`config.mk`:
```
export PLATFORM = sky130hd
export DESIGN_NAME = spi_partial_master
export DESIGN_NICKNAME = d
export VERILOG_FILES = /design/src/rtl/spi_pm_pkg.sv /design/src/rtl/spi_pm_fifo.sv /design/src/rtl/spi_pm_ctrl.sv /design/src/rtl/spi_pm_datapath.sv /design/src/rtl/spi_partial_master.sv
export SDC_FILE = /design/constraint.sdc
export NUM_CORES = 1
export LEC_CHECK = 0
export BUFFER_PORTS_ARGS = -buffer_cell sky130_fd_sc_hd__buf_2
export CORE_ASPECT_RATIO = 1.75
export CORE_MARGIN = 5
export CORE_UTILIZATION = 55
export CTS_BUF_LIST = sky130_fd_sc_hd__clkbuf_2 sky130_fd_sc_hd__clkbuf_4 sky130_fd_sc_hd__clkbuf_8
export CTS_CLUSTER_SIZE = 12
export DETAILED_ROUTE_END_ITERATION = 8
export GPL_TIMING_DRIVEN = 1
export PLACE_DENSITY_LB_ADDON = 0.1
export SLEW_MARGIN = 20
export SYNTH_ARGS = -nofsm -noshare
export SYNTH_HDL_FRONTEND = slang
export SYNTH_SLANG_ARGS = --single-unit
```
`constraint.sdc`:
```
create_clock -name clk -period 2.5 [get_ports clk]
set_input_delay 0.25 -clock clk [delete_from_list [all_inputs] [get_ports clk]]
set_output_delay 0.25 -clock clk [all_outputs]
set_load 0.005 [all_outputs]
```
`src/rtl/spi_pm_pkg.sv`:
```
package spi_pm_pkg;
  localparam int WORD_W   = 32;
  localparam int LANE_W   = 8;
  localparam int LANES    = WORD_W / LANE_W;
  localparam int LANE_LOG = $clog2(LANE_W);
  localparam int BIT_W    = $clog2(WORD_W);
  localparam int LEN_W    = $clog2(LANES);
  localparam int BAUD_W   = 3;
  localparam int HALF_W   = 1 << BAUD_W;
  localparam int SS_W     = 4;
  localparam int EDGE_W   = BIT_W + 1;

  // control register bit positions
  localparam int CB_MASTER   = 0;
  localparam int CB_CPOL     = 1;
  localparam int CB_CPHA     = 2;
  localparam int CB_BAUD     = 3;
  localparam int CB_SS       = 10;
  localparam int CB_MANCS    = 14;
  localparam int CB_MANSTART = 15;
  localparam int CB_STARTCMD = 16;
  localparam logic [WORD_W-1:0] CTRL_RESET = 32'h0000_3C00;

  // register addresses
  localparam int ADDR_CTRL = 'h00;
  localparam int ADDR_EN   = 'h14;
  localparam int ADDR_TX4  = 'h1C;
  localparam int ADDR_RX   = 'h20;
  localparam int ADDR_TX1  = 'h80;
  localparam int ADDR_TX2  = 'h84;
  localparam int ADDR_TX3  = 'h88;

  typedef struct packed {
    logic [LEN_W-1:0]  lenM1;
    logic [WORD_W-1:0] data;
  } txEntry_t;

  typedef struct packed {
    logic load;
    logic lead;
    logic trail;
    logic finish;
  } strobe_t;

  typedef enum logic {ST_IDLE, ST_RUN} state_t;

  // serial bit j -> word bit: lane j/8, MSB first within the lane
  function automatic logic [BIT_W-1:0] laneBit(input logic [BIT_W-1:0] j);
    return {j[BIT_W-1:LANE_LOG], ~j[LANE_LOG-1:0]};
  endfunction
endpackage

```
`src/rtl/spi_pm_fifo.sv`:
```
module spi_pm_fifo #(
  parameter int W     = 32,
  parameter int DEPTH = 4
) (
  input  logic         clk,
  input  logic         rstN,
  input  logic         push,
  input  logic [W-1:0] din,
  input  logic         pop,
  output logic [W-1:0] dout,
  output logic         empty,
  output logic         full
);
  localparam int PTR_W = (DEPTH > 1) ? $clog2(DEPTH) : 1;
  localparam int CNT_W = PTR_W + 1;

  logic [W-1:0]     mem [DEPTH];
  logic [PTR_W-1:0] wrPtr, rdPtr;
  logic [CNT_W-1:0] count;
  logic             doPush, doPop;

  assign empty  = (count == '0);
  assign full   = (count == CNT_W'(DEPTH));
  assign doPush = push && !full;
  assign doPop  = pop && !empty;
  assign dout   = mem[rdPtr];

  always_ff @(posedge clk or negedge rstN) begin
    if (!rstN) begin
      wrPtr <= '0;
      rdPtr <= '0;
      count <= '0;
    end else begin
      if (doPush) wrPtr <= (wrPtr == PTR_W'(DEPTH - 1)) ? '0 : wrPtr + 1'b1;
      if (doPop)  rdPtr <= (rdPtr == PTR_W'(DEPTH - 1)) ? '0 : rdPtr + 1'b1;
      count <= count + CNT_W'(doPush) - CNT_W'(doPop);
    end
  end

  always_ff @(posedge clk) begin
    if (doPush) mem[wrPtr] <= din;
  end
endmodule

```
`src/rtl/spi_pm_ctrl.sv`:
```
module spi_pm_ctrl
  import spi_pm_pkg::*;
#(
  parameter int ADDR_W = 8
) (
  input  logic              clk,
  input  logic              rstN,
  input  logic              busWr,
  input  logic              busRd,
  input  logic [ADDR_W-1:0] busAddr,
  input  logic [WORD_W-1:0] busWdata,
  output logic [WORD_W-1:0] busRdata,
  output logic              txPush,
  output txEntry_t          txPushEntry,
  input  logic              txEmpty,
  input  txEntry_t          txHead,
  output logic              txPop,
  output logic              rxPop,
  input  logic              rxEmpty,
  input  logic [WORD_W-1:0] rxHead,
  input  logic              rxPush,
  input  logic              rxFull,
  output logic              rxOverflow,
  output strobe_t           strb,
  output logic              busy,
  output logic              cpol,
  output logic              cpha,
  output logic [SS_W-1:0]   ssN,
  output logic              enable,
  output logic              masterEn,
  output logic              manualCs
);
  logic [WORD_W-1:0] ctrlReg;
  logic              enReg;
  logic              startPending;
  state_t            state;
  logic [BAUD_W-1:0] baudQ;
  logic [HALF_W-1:0] halfCnt, halfMax;
  logic [EDGE_W-1:0] edgeCnt, edgeLast;
  logic              halfDone, canStart;
  logic              selCtrl, selEn, selRx, isTx;
  logic [LEN_W-1:0]  lenSel;

  assign selCtrl = (busAddr == ADDR_W'(ADDR_CTRL));
  assign selEn   = (busAddr == ADDR_W'(ADDR_EN));
  assign selRx   = (busAddr == ADDR_W'(ADDR_RX));

  // data-register decode: address picks the byte count
  always_comb begin
    isTx   = 1'b1;
    lenSel = LEN_W'(LANES - 1);
    case (busAddr)
      ADDR_W'(ADDR_TX4): lenSel = LEN_W'(3);
      ADDR_W'(ADDR_TX1): lenSel = LEN_W'(0);
      ADDR_W'(ADDR_TX2): lenSel = LEN_W'(1);
      ADDR_W'(ADDR_TX3): lenSel = LEN_W'(2);
      default:           isTx   = 1'b0;
    endcase
  end

  always_comb begin
    txPushEntry.lenM1 = lenSel;
    for (int k = 0; k < LANES; k++) begin
      txPushEntry.data[k*LANE_W +: LANE_W] =
        (k <= int'(lenSel)) ? busWdata[k*LANE_W +: LANE_W] : {LANE_W{1'b1}};
    end
  end

  assign txPush = busWr && isTx;
  assign rxPop  = busRd && selRx && !rxEmpty;

  always_comb begin
    busRdata = '0;
    if (selCtrl)                busRdata = ctrlReg;
    else if (selEn)             busRdata = {{(WORD_W-1){1'b0}}, enReg};
    else if (selRx && !rxEmpty) busRdata = rxHead;
  end

  assign cpol     = ctrlReg[CB_CPOL];
  assign cpha     = ctrlReg[CB_CPHA];
  assign masterEn = ctrlReg[CB_MASTER];
  assign manualCs = ctrlReg[CB_MANCS];
  assign enable   = enReg;
  assign busy     = (state == ST_RUN);
  assign ssN      = (manualCs || busy) ? ctrlReg[CB_SS +: SS_W] : {SS_W{1'b1}};

  assign canStart = enReg && masterEn && !txEmpty &&
                    (!ctrlReg[CB_MANSTART] || startPending);
  assign halfMax  = (HALF_W'(1) << baudQ) - HALF_W'(1);
  assign halfDone = (halfCnt == halfMax);

  always_comb begin
    strb  = '0;
    txPop = 1'b0;
    if (state == ST_IDLE && canStart) begin
      strb.load = 1'b1;
      txPop     = 1'b1;
    end
    if (state == ST_RUN && halfDone) begin
      if (edgeCnt[0]) strb.trail = 1'b1;
      else            strb.lead  = 1'b1;
      if (edgeCnt == edgeLast) strb.finish = 1'b1;
    end
  end

  always_ff @(posedge clk or negedge rstN) begin
    if (!rstN) begin
      ctrlReg      <= CTRL_RESET;
      enReg        <= 1'b0;
      startPending <= 1'b0;
      state        <= ST_IDLE;
      baudQ        <= '0;
      halfCnt      <= '0;
      edgeCnt      <= '0;
      edgeLast     <= '0;
      rxOverflow   <= 1'b0;
    end else begin
      if (busWr && selEn) enReg <= busWdata[0];
      if (rxPush && rxFull) rxOverflow <= 1'b1;

      case (state)
        ST_IDLE: begin
          if (canStart) begin
            state        <= ST_RUN;
            baudQ        <= ctrlReg[CB_BAUD +: BAUD_W];
            edgeLast     <= {txHead.lenM1, 4'b1111};
            halfCnt      <= '0;
            edgeCnt      <= '0;
            startPending <= 1'b0;
          end
        end
        default: begin
          if (halfDone) begin
            halfCnt <= '0;
            if (strb.finish) state   <= ST_IDLE;
            else             edgeCnt <= edgeCnt + 1'b1;
          end else begin
            halfCnt <= halfCnt + 1'b1;
          end
        end
      endcase

      if (busWr && selCtrl) begin
        ctrlReg <= busWdata & ~(WORD_W'(1) << CB_STARTCMD);
        if (busWdata[CB_STARTCMD]) startPending <= 1'b1;
      end
    end
  end
endmodule

```
`src/rtl/spi_pm_datapath.sv`:
```
module spi_pm_datapath
  import spi_pm_pkg::*;
(
  input  logic              clk,
  input  logic              rstN,
  input  strobe_t           strb,
  input  logic              cpol,
  input  logic              cpha,
  input  logic [WORD_W-1:0] loadWord,
  input  logic              miso,
  output logic              sclk,
  output logic              mosi,
  output logic              rxPush,
  output logic [WORD_W-1:0] rxWord
);
  logic [WORD_W-1:0] txWord, rxAcc;
  logic [BIT_W-1:0]  txBit, rxBit;
  logic              sclkPh;
  logic              sampleNow, shiftNow;

  assign sampleNow = cpha ? strb.trail : strb.lead;
  assign shiftNow  = cpha ? (strb.lead && rxBit != '0) : strb.trail;

  assign sclk   = cpol ^ sclkPh;
  assign mosi   = txWord[laneBit(txBit)];
  assign rxWord = rxAcc;

  always_ff @(posedge clk or negedge rstN) begin
    if (!rstN) begin
      txWord <= '1;
      rxAcc  <= '0;
      txBit  <= '0;
      rxBit  <= '0;
      sclkPh <= 1'b0;
      rxPush <= 1'b0;
    end else begin
      rxPush <= strb.finish;
      if (strb.load) begin
        txWord <= loadWord;
        rxAcc  <= '0;
        txBit  <= '0;
        rxBit  <= '0;
        sclkPh <= 1'b0;
      end else begin
        if (strb.lead || strb.trail) sclkPh <= ~sclkPh;
        if (sampleNow) begin
          rxAcc[laneBit(rxBit)] <= miso;
          rxBit <= rxBit + 1'b1;
        end
        if (shiftNow) txBit <= txBit + 1'b1;
      end
    end
  end
endmodule

```
`src/rtl/spi_partial_master.sv`:
```
module spi_partial_master
  import spi_pm_pkg::*;
#(
  parameter int TX_DEPTH = 4,
  parameter int RX_DEPTH = 4,
  parameter int ADDR_W   = 8
) (
  input  logic              clk,
  input  logic              rstN,
  input  logic              busWr,
  input  logic              busRd,
  input  logic [ADDR_W-1:0] busAddr,
  input  logic [WORD_W-1:0] busWdata,
  output logic [WORD_W-1:0] busRdata,
  output logic              sclk,
  output logic              mosi,
  input  logic              miso,
  output logic [SS_W-1:0]   ssN,
  output logic              rxValid,
  output logic              rxOverflow
);
  localparam int TXE_W = $bits(txEntry_t);

  txEntry_t          txPushEntry, txHead;
  logic [TXE_W-1:0]  txHeadRaw;
  logic              txPush, txPop, txEmpty, txFull;
  logic              rxPush, rxPop, rxEmpty, rxFull;
  logic [WORD_W-1:0] rxWord, rxHead;
  strobe_t           strb;
  logic              busy, cpol, cpha, enable, masterEn, manualCs;

  assign txHead  = txEntry_t'(txHeadRaw);
  assign rxValid = !rxEmpty;

  spi_pm_fifo #(.W(TXE_W), .DEPTH(TX_DEPTH)) u_txq (
    .clk(clk), .rstN(rstN), .push(txPush), .din(txPushEntry),
    .pop(txPop), .dout(txHeadRaw), .empty(txEmpty), .full(txFull)
  );

  spi_pm_fifo #(.W(WORD_W), .DEPTH(RX_DEPTH)) u_rxq (
    .clk(clk), .rstN(rstN), .push(rxPush), .din(rxWord),
    .pop(rxPop), .dout(rxHead), .empty(rxEmpty), .full(rxFull)
  );

  spi_pm_ctrl #(.ADDR_W(ADDR_W)) u_ctrl (
    .clk(clk), .rstN(rstN), .busWr(busWr), .busRd(busRd),
    .busAddr(busAddr), .busWdata(busWdata), .busRdata(busRdata),
    .txPush(txPush), .txPushEntry(txPushEntry), .txEmpty(txEmpty),
    .txHead(txHead), .txPop(txPop), .rxPop(rxPop), .rxEmpty(rxEmpty),
    .rxHead(rxHead), .rxPush(rxPush), .rxFull(rxFull),
    .rxOverflow(rxOverflow), .strb(strb), .busy(busy), .cpol(cpol),
    .cpha(cpha), .ssN(ssN), .enable(enable), .masterEn(masterEn),
    .manualCs(manualCs)
  );

  spi_pm_datapath u_dp (
    .clk(clk), .rstN(rstN), .strb(strb), .cpol(cpol), .cpha(cpha),
    .loadWord(txHead.data), .miso(miso), .sclk(sclk), .mosi(mosi),
    .rxPush(rxPush), .rxWord(rxWord)
  );

  // a full transmit queue silently drops further writes
  logic unusedTxFull;
  assign unusedTxFull = txFull;
endmodule

```
==> summary.md, run 1 <==
| Metric | Value |
|---|---|
| Critical path required time | `2250 ps` |
| Setup TNS | `-300 ps` |
| Setup CP Type | `reg -> out` |
| Via Count | `9788` |
| Num ports | `85` |
| All-Layer GR Usage | `22.2%` |
| Remaining antenna violation count | `0` |
| Synth warn | `0` |
| Residual DRC | `0` |
| Iter 0 DRT Violations | `525` |
| Max-slew violation count | `0` |
| Clk sinks | `409` |
| Mux cell area share after synthesis | `14.3%` |
| Dominant synthesized flop cell | `edfxtp_1` |
| Placed Area | `18500 um^2` |
| Initial antenna violation count | `1` |
| Post-synthesis sequential area ratio | `67.6%` |
| Final min period | `2800 ps` |
| Async SR Flop Fraction | `35.5%` |
| First-pass GRT wire length | `59700 um` |
| Via density per instance | `5.70` |
| Die area | `35000 um^2` |
| Failing checks | `setup timing` |
| Total Power | `0.0138 W` |
| Routed len/inst | `22.1 um` |
| Cell area after synthesis | `17200 um^2` |
| Clock Tree Root | `clkbuf_8` |
| Post-synthesis compound-gate area fraction | `3.68%` |
| Final Hold Viols | `0` |
| Largest net degree at the start of global routing | `75` |
| Relative slew slack | `50.8%` |
| Largest family of logic cells by synthesized area | `multiplexers` |
| Fin crit share | `112%` |
| Row count | `85` |
| Post-synth EDFFs | `264` |
| GRT Residual Overflow | `0` |
| Core Box Area | `30800 um^2` |
| Mapped Cells | `1101` |
| Leakage | `8.17 nW` |
| Max Cap Viol | `0` |
| Unique masters post-synth | `65` |
| CP arrival | `2550 ps` |
| Drt first pass iters | `5` |
| Vias in the first global route | `10500` |
| Startpoint Class | `flop` |
| Worst VDD drop | `521 uV` |
| Simple-Gate Fraction of Synth Area | `9.76%` |
| Adder-Cell Fraction of Synth Area | `1.76%` |
| # port buffers | `84` |
| Pwr dens | `686 nW/um^2` |
| GP Congestion | `0.825` |
| Fillers | `2303` |
| Final clock skew | `20.5 ps` |
| P&R area growth vs syn | `17.6%` |
| Kind of end point of the critical path | `output pin` |
| CTS Buf Count | `56` |
| Outcome | `complete, but fails checks` |
| Die Y | `244 um` |
| Post-Place Cells | `1570` |
| Clk buf depth | `3` |
| Clock Latency Late Sink | `600 ps` |
| Maximum fanout along the worst path | `12` |
| Fin area | `20200 um^2` |
| Nets | `1347` |
| Worst hold path type | `in -> reg` |
| Final WS setup | `-300 ps` |
| Post-Synth XOR/XNOR Area | `0.817%` |
| Slew @ Worst Pin | `737 ps` |
| Final setup fails | `1` |
| RSZ-0062 raised after global routing | `yes` |
| Post-DP HPWL | `24600 um` |
| Die Width | `144 um` |
| Layout Cells excl Fill | `1717` |
| Flops & latches, synth | `409` |
| H-tree levels | `2` |
| TritonCTS clock tree | `yes` |
| Share of layout cells above drive strength 1 | `31.8%` |
| Routed wire length | `37900 um` |
| Starting Density | `55.6%` |
| Clk pin slew, worst setup/hold paths | `70 ps` |
| Synth Net Count | `1169` |
| Fmax | `357 MHz` |
| Post-Syn Area per Cell | `15.6 um^2` |
[worst paths after layout]
path | startpoint | endpoint | slack [ps] | depth (start not counted)
hold / removal | busAddr[2] | u_txq.mem[2][32]$_DFFE_PP_ | 90 | 2
min in group asynchronous | rstN | u_txq.rdPtr[1]$_DFFE_PN0P_ | 180 | 2
max in group asynchronous | rstN | u_ctrl.ctrlReg[13]$_DFFE_PN1P_ | 1480 | 3
setup / recovery | u_dp.txBit[0]$_DFFE_PN0P_ | mosi | -300 | 5
setup reg to reg | u_rxq.count[0]$_DFF_PN0_ | u_rxq.count[2]$_DFF_PN0_ | 100 | 12
hold reg to reg | u_dp.txWord[13]$_DFFE_PN1P_ | u_dp.txWord[13]$_DFFE_PN1P_ | 460 | 2
[cell type report]
cell class	instances	area, um^2	area share, %
Clock inverter	25	209	1.04
Tap cell	391	489	2.42
Inverter	24	90.1	0.446
Multi-Input combinational cell	610	5300	26.3
Sequential cell	409	11600	57.5
Timing Repair Buffer	178	1510	7.47
Antenna cell	1	2.50	0.0124
Clock buffer	79	975	4.83
[registers in the layout, summed over array words and instances (netlist names)]
name and count:
u_rxq.count 3, u_rxq.wrPtr 2, u_dp.txBit 5, u_ctrl.baudQ 3
u_dp.txWord 32, u_ctrl.busy 1, u_ctrl.edgeLast 3, u_ctrl.enable 1
u_ctrl.startPending 1, u_dp.rxWord 32, u_rxq.rdPtr 2, u_txq.mem 136
u_txq.wrPtr 2, u_ctrl.rxOverflow 1, u_rxq.mem 128, u_txq.rdPtr 2
u_ctrl.ctrlReg 31, u_ctrl.halfCnt 8, u_dp.sclkPh 1, u_txq.count 3
u_ctrl.edgeCnt 6, u_dp.rxPush 1, u_dp.rxBit 5
[timing repair]
action | in CTS | in global routing
gates cloned | 0 | 2
buffers inserted | 1 | 3
pin swaps | 0 | 7
hold buffers | 35 | 1
hold endpoints to repair | 147 | 1
resized for setup | 6 | 13
endpoints found under the setup margin | 33 | 7
[placed cells by master, fill, tap and decap left out, types with 7 or more instances in the layout]
cell / Yosys / layout
buf_4: 0 / 34
clkbuf_8: 0 / 61
a21oi_1: 8 / 8
mux2_2: 36 / 35
inv_1: 23 / 23
nor3_1: 9 / 8
dfrtp_1: 109 / 106
dfstp_2: 36 / 36
nand2b_1: 32 / 31
edfxtp_1: 264 / 264
clkbuf_4: 0 / 18
clkinv_1: 0 / 13
ha_1: 21 / 21
buf_12: 0 / 20
nand3_1: 39 / 39
xnor2_1: 10 / 8
and2_1: 16 / 12
dlygate4sd3_1: 0 / 36
mux2i_1: 34 / 34
mux4_2: 76 / 76
a31oi_1: 9 / 9
a22o_1: 30 / 28
nor2_1: 16 / 16
buf_2: 12 / 82
clkinv_2: 0 / 8
or2_2: 7 / 7
o21ai_0: 11 / 11
nand2_1: 180 / 178
[power breakdown]
group / internal [W] / total, W / switching [W]
Combinational: 0.000499 / 0.00101 / 0.000514
Sequential: 0.00735 / 0.00746 / 0.000108
Clock: 0.00293 / 0.00536 / 0.00243
[cell families (layout without fill, tap and decap cells)]
kind of cell | count (synthesis) | count (layout)
adders and majority gates | 23 | 23
xor gates and xnor gates | 16 | 16
and+or+nand+nor | 342 | 342
other | 0 | 1
DFF | 409 | 409
muxes | 146 | 146
buffers and inverters | 82 | 306
AOI/OAI and AO/OA | 83 | 83
[synthesized netlist by cell type (all sizes together), types with 4 or more instances]
cell    number  share of area [%]
nor3b        4               0.18
and3         5               0.18
and2        16               0.58
or2          8               0.29
xnor2       10               0.51
nand2b      32                1.2
buf         25               0.81
nand3b       6               0.26
mux4        76                 10
dfstp       36                5.5
nand2      180                3.9
nand3       40                1.2
a31oi        9               0.33
a22o        30                1.5
xor2         6               0.31
dfrtp      109                 16
mux2        36                2.4
clkbuf      33               0.72
inv         24               0.52
ha          21                1.5
a21o         4               0.18
nor3        10               0.36
edfxtp     264                 46
nor4         4               0.26
mux2i       34                2.0
nor2        17               0.39
a21oi        9               0.28
o21ai       12               0.35
[worst max-delay path, stage by stage (launching register included)]
cell and delay [ps]:
dfrtp_1 370, buf_12 160, mux4_2 550, mux4_2 480, mux2_4 270, buf_6 110
[stage by stage]
stage          setup slack [ps]  hold WS, ps  util (%)
6_report                   -300         93.3      65.4
5_1_grt                    -383         62.6      65.4
4_1_cts                    -386         6.09      64.9
3_5_place_dp               60.0          234      59.9
3_3_place_gp               98.5          234      59.9
2_1_floorplan             -56.6        -45.6         -
[layer usage]
layer  share of wire (%)  routed length [um]  GRT usage (%)  up-vias
met4                 3.4                1310           7.98        0
met3                 4.1                1560           3.53       92
met1                  38               14300           27.6     4991
li1                    -                   -              -     4478
met2                  55               20700           39.1      227
met5                   0                   0              0        -
(Power assumes the default switching activity.)
==> run 2, diff against run 1 <==
--- a/config.mk
+++ b/config.mk
@@ -6,9 +6,10 @@
 export NUM_CORES = 1
 export LEC_CHECK = 0
 export BUFFER_PORTS_ARGS = -buffer_cell sky130_fd_sc_hd__buf_2
+export CAP_MARGIN = 40
 export CORE_ASPECT_RATIO = 1.75
 export CORE_MARGIN = 5
-export CORE_UTILIZATION = 55
+export CORE_UTILIZATION = 50
 export CTS_BUF_LIST = sky130_fd_sc_hd__clkbuf_2 sky130_fd_sc_hd__clkbuf_4 sky130_fd_sc_hd__clkbuf_8
 export CTS_CLUSTER_SIZE = 12
 export DETAILED_ROUTE_END_ITERATION = 8
==> run 2 against run 1 <==
The flow still finishes with violations (setup timing). First-iteration DRC count rose by 5.1%. Fmax rose by 0.36%. Sequential share of layout area fell by 0.18 points. Non-clock buffer count fell by 3. Core utilization fell by 5.6 points. Clock power barely moved. Die area rose by 9.4%. Critical path type unchanged. Largest power group unchanged. Highest routed layer is now met5.
==> summary.md, run 2 (synthesis gave the netlist of run 1 again) <==
| Metric | Value |
|---|---|
| GRT Residual Overflow | `0 (unchanged)` |
| DP Worst Slack | `34.2 ps (-25.8 ps)` |
| Residual DRC | `0 (unchanged)` |
| Startpoint Class | `flop` |
| All-Layer GR Usage | `20.4% (-1.8 points)` |
| Iter 0 DRT Violations | `552 (+5.1%)` |
| Clk buf depth | `3 (unchanged)` |
| Total Power | `0.0138 W (about the same)` |
| CTS Buf Count | `58 (+3.6%)` |
| Die Y | `255 um (+4.7%)` |
| Reg2Reg Setup Slack | `120 ps (+20 ps)` |
| Clock Tree Root | `clkbuf_8` |
| Maximum fanout along the worst path | `12 (unchanged)` |
| Leakage | `8.15 nW (-0.18%)` |
| Row count | `89 (+4.7%)` |
| Share of layout cells above drive strength 1 | `31.9% (about the same)` |
| Fin crit share | `112% (-0.40 points)` |
| Vias in the first global route | `10400 (-0.32%)` |
| Outcome | `complete, but fails checks` |
| Clk sinks | `409 (unchanged)` |
| Layout Utilization | `59.8% (-5.6 points)` |
| Slowest CP cell | `mux4_2` |
| Hold path cells | `2 (unchanged)` |
| Max stage delay on crit path | `550 ps (about the same)` |
| Core Box Area | `33900 um^2 (+9.8%)` |
| Top Family by Delay on Critical Path | `multiplexers` |
| Largest net degree at the start of global routing | `75 (unchanged)` |
| Clk pin slew, worst setup/hold paths | `60 ps (about the same)` |
| Final Hold Viols | `0 (unchanged)` |
| Final clock skew | `19.4 ps (-1.04 ps)` |
| Commonest cells after routing, fill and taps aside | `edfxtp_1 (264), nand2_1 (180), dfrtp_1 (107), buf_2 (82), mux4_2 (76)` |
| Kind of end point of the critical path | `output pin` |
| CP arrival | `2540 ps (about the same)` |
| Clock Latency Late Sink | `600 ps (about the same)` |
| Worst hold-check slack | `76.8 ps (-16.5 ps)` |
| Failing checks | `setup timing` |
| Fin area | `20200 um^2 (+0.30%)` |
| End of the worst hold path | `u_txq.mem[3][32]$_DFFE_PP_` |
| Placed Area | `18500 um^2 (+0.24%)` |
| Worst reg-to-reg path cell count | `12 (unchanged)` |
| Setup CP Type | `reg -> out` |
| Die area | `38300 um^2 (+9.4%)` |
| Max-slew violation count | `0 (unchanged)` |
| First-pass GRT wire length | `59000 um (-1.1%)` |
| Nets | `1346 (-0.074%)` |
| Routed len/inst | `21.4 um (-3.3%)` |
| # port buffers | `84 (unchanged)` |
| Via Count | `9657 (-1.3%)` |
| TritonCTS clock tree | `yes` |
| H-tree levels | `2 (unchanged)` |
| Final WS setup | `-290 ps (+10.1 ps)` |
| Fmax | `358 MHz (+0.36%)` |
| Final setup fails | `1 (unchanged)` |
| Via density per instance | `5.41 (-5.0%)` |
| Initial antenna violation count | `5 (+4)` |
| RSZ-0062 raised after global routing | `yes` |
| Routed wire length | `38100 um (+0.51%)` |
| Reg area | `11600 um^2 (about the same)` |
| Max Cap Viol | `0 (unchanged)` |
| Remaining antenna violation count | `0 (unchanged)` |
| Worst-path cell chain | `buf_12 -> mux4_2 -> mux4_2 -> mux2_4 -> buf_6` |
| Fillers | `2676 (+16%)` |
| RR Endpoint | `u_rxq.count[2]$_DFF_PN0_` |
| Commonest non-fill, non-tap cell in the layout | `edfxtp_1` |
| Worst VDD drop | `475 uV (-8.8%)` |
| Top flop regs | `u_txq.mem x136, u_rxq.mem x128` |
| Die Width | `150 um (+4.5%)` |
| CP Buf/Inv Count | `2 (unchanged)` |
| Post-DP HPWL | `24700 um (+0.27%)` |
| Hold Crit Start | `busAddr[2]` |
| Pwr dens | `684 nW/um^2 (-0.21%)` |
| Relative slew slack | `54.7% (+3.9 points)` |
| GP Congestion | `0.783 (-5.0%)` |
| Critical path required time | `2250 ps (about the same)` |
| Starting Density | `50.7% (-4.9 points)` |
| Reg2reg start | `u_rxq.count[0]$_DFF_PN0_` |
| P&R area growth vs syn | `18.0%` |
| Most flop-heavy register | `u_txq.mem` |
| Slew @ Worst Pin | `678 ps (-58.1 ps)` |
| CP dominant cell by count | `mux4_2` |
| Worst hold path type | `in -> reg` |
| Multi-input gate area | `5260 um^2 (-0.83%)` |
| Largest register FFs | `136 (unchanged)` |
| Num ports | `85 (unchanged)` |
| Drt first pass iters | `5 (unchanged)` |
| Final min period | `2790 ps (-10.1 ps)` |
run 2: cell count changes in the layout (fill, tap and decap cells not counted), moves of 2 or more:
cell           delta
clkbuf_8          +8
buf_12            -2
dlygate4sd3_1     -2
clkinv_1          -5
nand2_1           +2
nand2_2           -2
bufinv_16         -3
a22o_1            +2
clkbuf_4          +4
a22o_4            -2
run 2: layout make-up:
cell class	instances	share of cell area [%]
Antenna cell	2	0.0247
Tap cell	455	2.81
Multi-Input combinational cell	610	26.0
Timing Repair Buffer	175	7.38
Clock buffer	91	5.51
Sequential cell	409	57.3
Clock inverter	18	0.532
Inverter	24	0.445
run 2: worst max-delay path by stage:
stage | start | endpoint | depth (start not counted)
global route | u_dp.txBit[0]$_DFFE_PN0P_ | mosi | 5
CTS | u_dp.txBit[0]$_DFFE_PN0P_ | mosi | 5
global placement | busAddr[1] | u_rxq.count[2]$_DFF_PN0_ | 14
floorplan | u_txq.count[1]$_DFF_PN0_ | u_txq.count[2]$_DFF_PN0_ | 12
finish | u_dp.txBit[0]$_DFFE_PN0P_ | mosi | 5
detailed placement | busAddr[1] | u_rxq.count[2]$_DFF_PN0_ | 14
run 2: power by group:
group | internal (W) | switching [W] | total, W | leakage (nW)
combinational | 0.000500 | 0.000517 | 0.00102 | 3.06
sequential | 0.00736 | 0.000109 | 0.00747 | 4.44
clock | 0.00294 | 0.00243 | 0.00537 | 0.655
total | 0.0108 | 0.00306 | 0.0138 | 8.15
run 2: worst register-to-register path, delay by kind of cell, from the launching register on:
family / cells / cell delay, ps
xor gates and xnor gates: 2 / 290
adders and majority gates: 3 / 770
buffers and inverters: 3 / 150
DFF: 1 / 400
and+or+nand+nor: 4 / 670
run 2: repair_timing:
| action | CTS | global route |
|---|---|---|
| hold buffers | 34 | 0 |
| endpoints found under the setup margin | 31 | 19 |
| setup buffers | 0 | 4 |
| gates cloned | 1 | 3 |
| pin swaps | 1 | 0 |
| resized for setup | 6 | 5 |
| endpoints found under the hold margin | 158 | 0 |
run 2: metal layers:
metal | vias to the layer above | track usage (%) | wire, um
li1 | 4482 | - | -
met1 | 4918 | 24.6 | 14600
met2 | 180 | 37.0 | 21100
met3 | 71 | 3.60 | 1350
met4 | 6 | 6.65 | 1050
met5 | - | 0 | 48
run 2: per-stage QoR:
stage                     cells  setup TNS [ps]
final                      1784            -290
after global routing       1783            -490
after CTS                  1775            -427
after detailed placement   1631               0
after global placement     1631               0
after floorplan            1101           -56.6
==> run 3, diff against run 2 <==
--- a/config.mk
+++ b/config.mk
@@ -15,6 +15,7 @@
 export DETAILED_ROUTE_END_ITERATION = 8
 export GPL_TIMING_DRIVEN = 1
 export PLACE_DENSITY_LB_ADDON = 0.1
+export RECOVER_POWER = 25
 export SLEW_MARGIN = 20
 export SYNTH_ARGS = -nofsm -noshare
 export SYNTH_HDL_FRONTEND = slang
==> run 3 against run 2 <==
Final area about the same. Highest routed layer unchanged. Register-to-register slack about the same. Largest cell class unchanged. The run still ends with setup timing left. First-iteration DRC count is 1.4% lower. Worst hold slack lost 9.8 ps.
==> summary.md, run 3 (synthesis gave the netlist of run 1 again) <==
| Metric | Value |
|---|---|
| Worst hold-check slack | `67.0 ps (-9.82 ps)` |
| Clk buf depth | `3 (unchanged)` |
| Clock Tree Root | `clkbuf_8` |
| Placed Area | `18500 um^2 (unchanged)` |
| First-pass GRT wire length | `59000 um (unchanged)` |
| Die Width | `150 um (unchanged)` |
| Num ports | `85 (unchanged)` |
| Worst VDD drop | `474 uV (-0.19%)` |
| Max-slew violation count | `0 (unchanged)` |
| Most flop-heavy register | `u_txq.mem` |
| Kind of end point of the critical path | `output pin` |
| Reg area | `11600 um^2 (unchanged)` |
| # port buffers | `84 (unchanged)` |
| Residual DRC | `0 (unchanged)` |
| Critical path required time | `2250 ps (about the same)` |
| Fmax | `359 MHz (about the same)` |
| Largest net degree at the start of global routing | `75 (unchanged)` |
| Failing checks | `setup timing` |
| Fin area | `20200 um^2 (about the same)` |
| Outcome | `complete, but fails checks` |
| Slowest CP cell | `mux4_2` |
| Top Family by Delay on Critical Path | `multiplexers` |
| Leakage | `8.13 nW (-0.29%)` |
| Slew @ Worst Pin | `1400 ps (+721 ps)` |
| Final Hold Viols | `0 (unchanged)` |
| CP Buf/Inv Count | `2 (unchanged)` |
| Die area | `38300 um^2 (unchanged)` |
| Relative slew slack | `6.71% (-48 points)` |
| Max Cap Viol | `0 (unchanged)` |
| Routed len/inst | `21.4 um (about the same)` |
| TritonCTS clock tree | `yes` |
| Die Y | `255 um (unchanged)` |
| P&R area growth vs syn | `17.9% (about the same)` |
| Worst hold path type | `in -> reg` |
| All-Layer GR Usage | `20.4% (unchanged)` |
| Clock Latency Late Sink | `600 ps (about the same)` |
| Core Box Area | `33900 um^2 (unchanged)` |
| Commonest non-fill, non-tap cell in the layout | `edfxtp_1` |
| Worst-path cell chain | `buf_12 -> mux4_2 -> mux4_2 -> mux2_4 -> buf_6` |
| Clk pin slew, worst setup/hold paths | `70 ps (about the same)` |
| CP arrival | `2540 ps (about the same)` |
| Via Count | `9686 (+0.30%)` |
| Iter 0 DRT Violations | `544 (-1.4%)` |
| Setup CP Type | `reg -> out` |
| Fillers | `2682 (+0.22%)` |
| Fin crit share | `112% (about the same)` |
| Pwr dens | `685 nW/um^2 (about the same)` |
| RSZ-0062 raised after global routing | `yes` |
| Final setup fails | `1 (unchanged)` |
| Via density per instance | `5.43 (+0.30%)` |
| GRT Residual Overflow | `0 (unchanged)` |
| Initial antenna violation count | `5 (unchanged)` |
| Top flop regs | `u_txq.mem x136, u_rxq.mem x128` |
| Multi-input gate area | `5260 um^2 (unchanged)` |
| Row count | `89 (unchanged)` |
| Final WS setup | `-289 ps (+0.236 ps)` |
| Commonest cells after routing, fill and taps aside | `edfxtp_1 (264), nand2_1 (180), dfrtp_1 (107), mux4_2 (76), buf_2 (74)` |
| Share of layout cells above drive strength 1 | `31.3% (-0.60 points)` |
| Largest register FFs | `136 (unchanged)` |
| Final clock skew | `20.4 ps (+0.984 ps)` |
| Maximum fanout along the worst path | `12 (unchanged)` |
| Remaining antenna violation count | `0 (unchanged)` |
| Final min period | `2790 ps (-0.236 ps)` |
| Nets | `1346 (unchanged)` |
| Startpoint Class | `flop` |
| Layout Utilization | `59.7% (about the same)` |
| Clk sinks | `409 (unchanged)` |
| CP dominant cell by count | `mux4_2` |
| Max stage delay on crit path | `550 ps (about the same)` |
| GP Congestion | `0.783 (unchanged)` |
| H-tree levels | `2 (unchanged)` |
| Post-DP HPWL | `24700 um (unchanged)` |
| Starting Density | `50.7% (unchanged)` |
| CTS Buf Count | `58 (unchanged)` |
| DP Worst Slack | `34.2 ps (unchanged)` |
| Routed wire length | `38100 um (about the same)` |
| Vias in the first global route | `10400 (unchanged)` |
| Drt first pass iters | `5 (unchanged)` |
-- run 3: cell types whose count changed in the layout (fill, tap and decap cells not counted) --
cell	before	now
buf_2	82	74
clkbuf_1	0	8
buf_6	5	4
clkbuf_2	0	1
-- run 3: layout make-up --
class,instances,area share (%)
clock inverter,18,0.532
multi-input combinational,610,26.0
inverter,24,0.445
tap,455,2.82
clock buffer,91,5.51
antenna,2,0.0247
timing repair buffer,175,7.30
sequential,409,57.4
-- run 3: worst paths after layout --
check | slack, ps | startpoint | depth (start not counted) | endpoint
setup / recovery | -290 | u_dp.txBit[0]$_DFFE_PN0P_ | 5 | mosi
hold / removal | 70 | busAddr[2] | 2 | u_txq.mem[3][32]$_DFFE_PP_
setup reg to reg | 120 | u_rxq.count[0]$_DFF_PN0_ | 12 | u_rxq.count[2]$_DFF_PN0_
hold reg to reg | 460 | u_dp.txWord[31]$_DFFE_PN1P_ | 2 | u_dp.txWord[31]$_DFFE_PN1P_
max in group asynchronous | 1010 | rstN | 3 | u_ctrl.ctrlReg[13]$_DFFE_PN1P_
min in group asynchronous | 510 | rstN | 2 | u_ctrl.ctrlReg[3]$_DFFE_PN0P_
-- run 3: layer usage --
layer | track usage (%) | vias to the layer above | wire length, um
li1 | - | 4485 | -
met1 | 24.6 | 4933 | 14500
met2 | 37.0 | 191 | 21100
met3 | 3.60 | 71 | 1450
met4 | 6.65 | 6 | 1060
met5 | 0 | - | 42
-- run 3: worst register-to-register path: cells and delay by family (launching register included) --
kind	cells	cell delay (ps)
buffers and inverters	3	150
AND/OR/NAND/NOR	4	670
flip-flops	1	400
XOR/XNOR	2	290
adder cells (fa/ha/maj)	3	770
-- run 3: metrics by stage --
step                total power, W  instances  TNS (ps)
global route                0.0144       1783      -490
finish                      0.0139       1784      -289
global placement           0.00849       1631         0
floorplan                  0.00811       1101     -56.6
detailed placement         0.00852       1631         0
CTS                         0.0140       1775      -427
-- run 3: what timing repair did --
item                                    in CTS  in global routing
endpoints found under the hold margin      158                  0
endpoints found under the setup margin      31                 19
pin swaps                                    1                  0
gates cloned                                 1                  3
hold buffers                                34                  0
setup buffers                                0                  4
gates resized for setup                      6                  5
-- run 3: power by group --
part	internal (W)	total [W]	switching (W)
Sequential	0.00736	0.00747	0.000109
Clock	0.00294	0.00537	0.00243
Combinational	0.000498	0.00102	0.000518
Total	0.0108	0.0139	0.00306
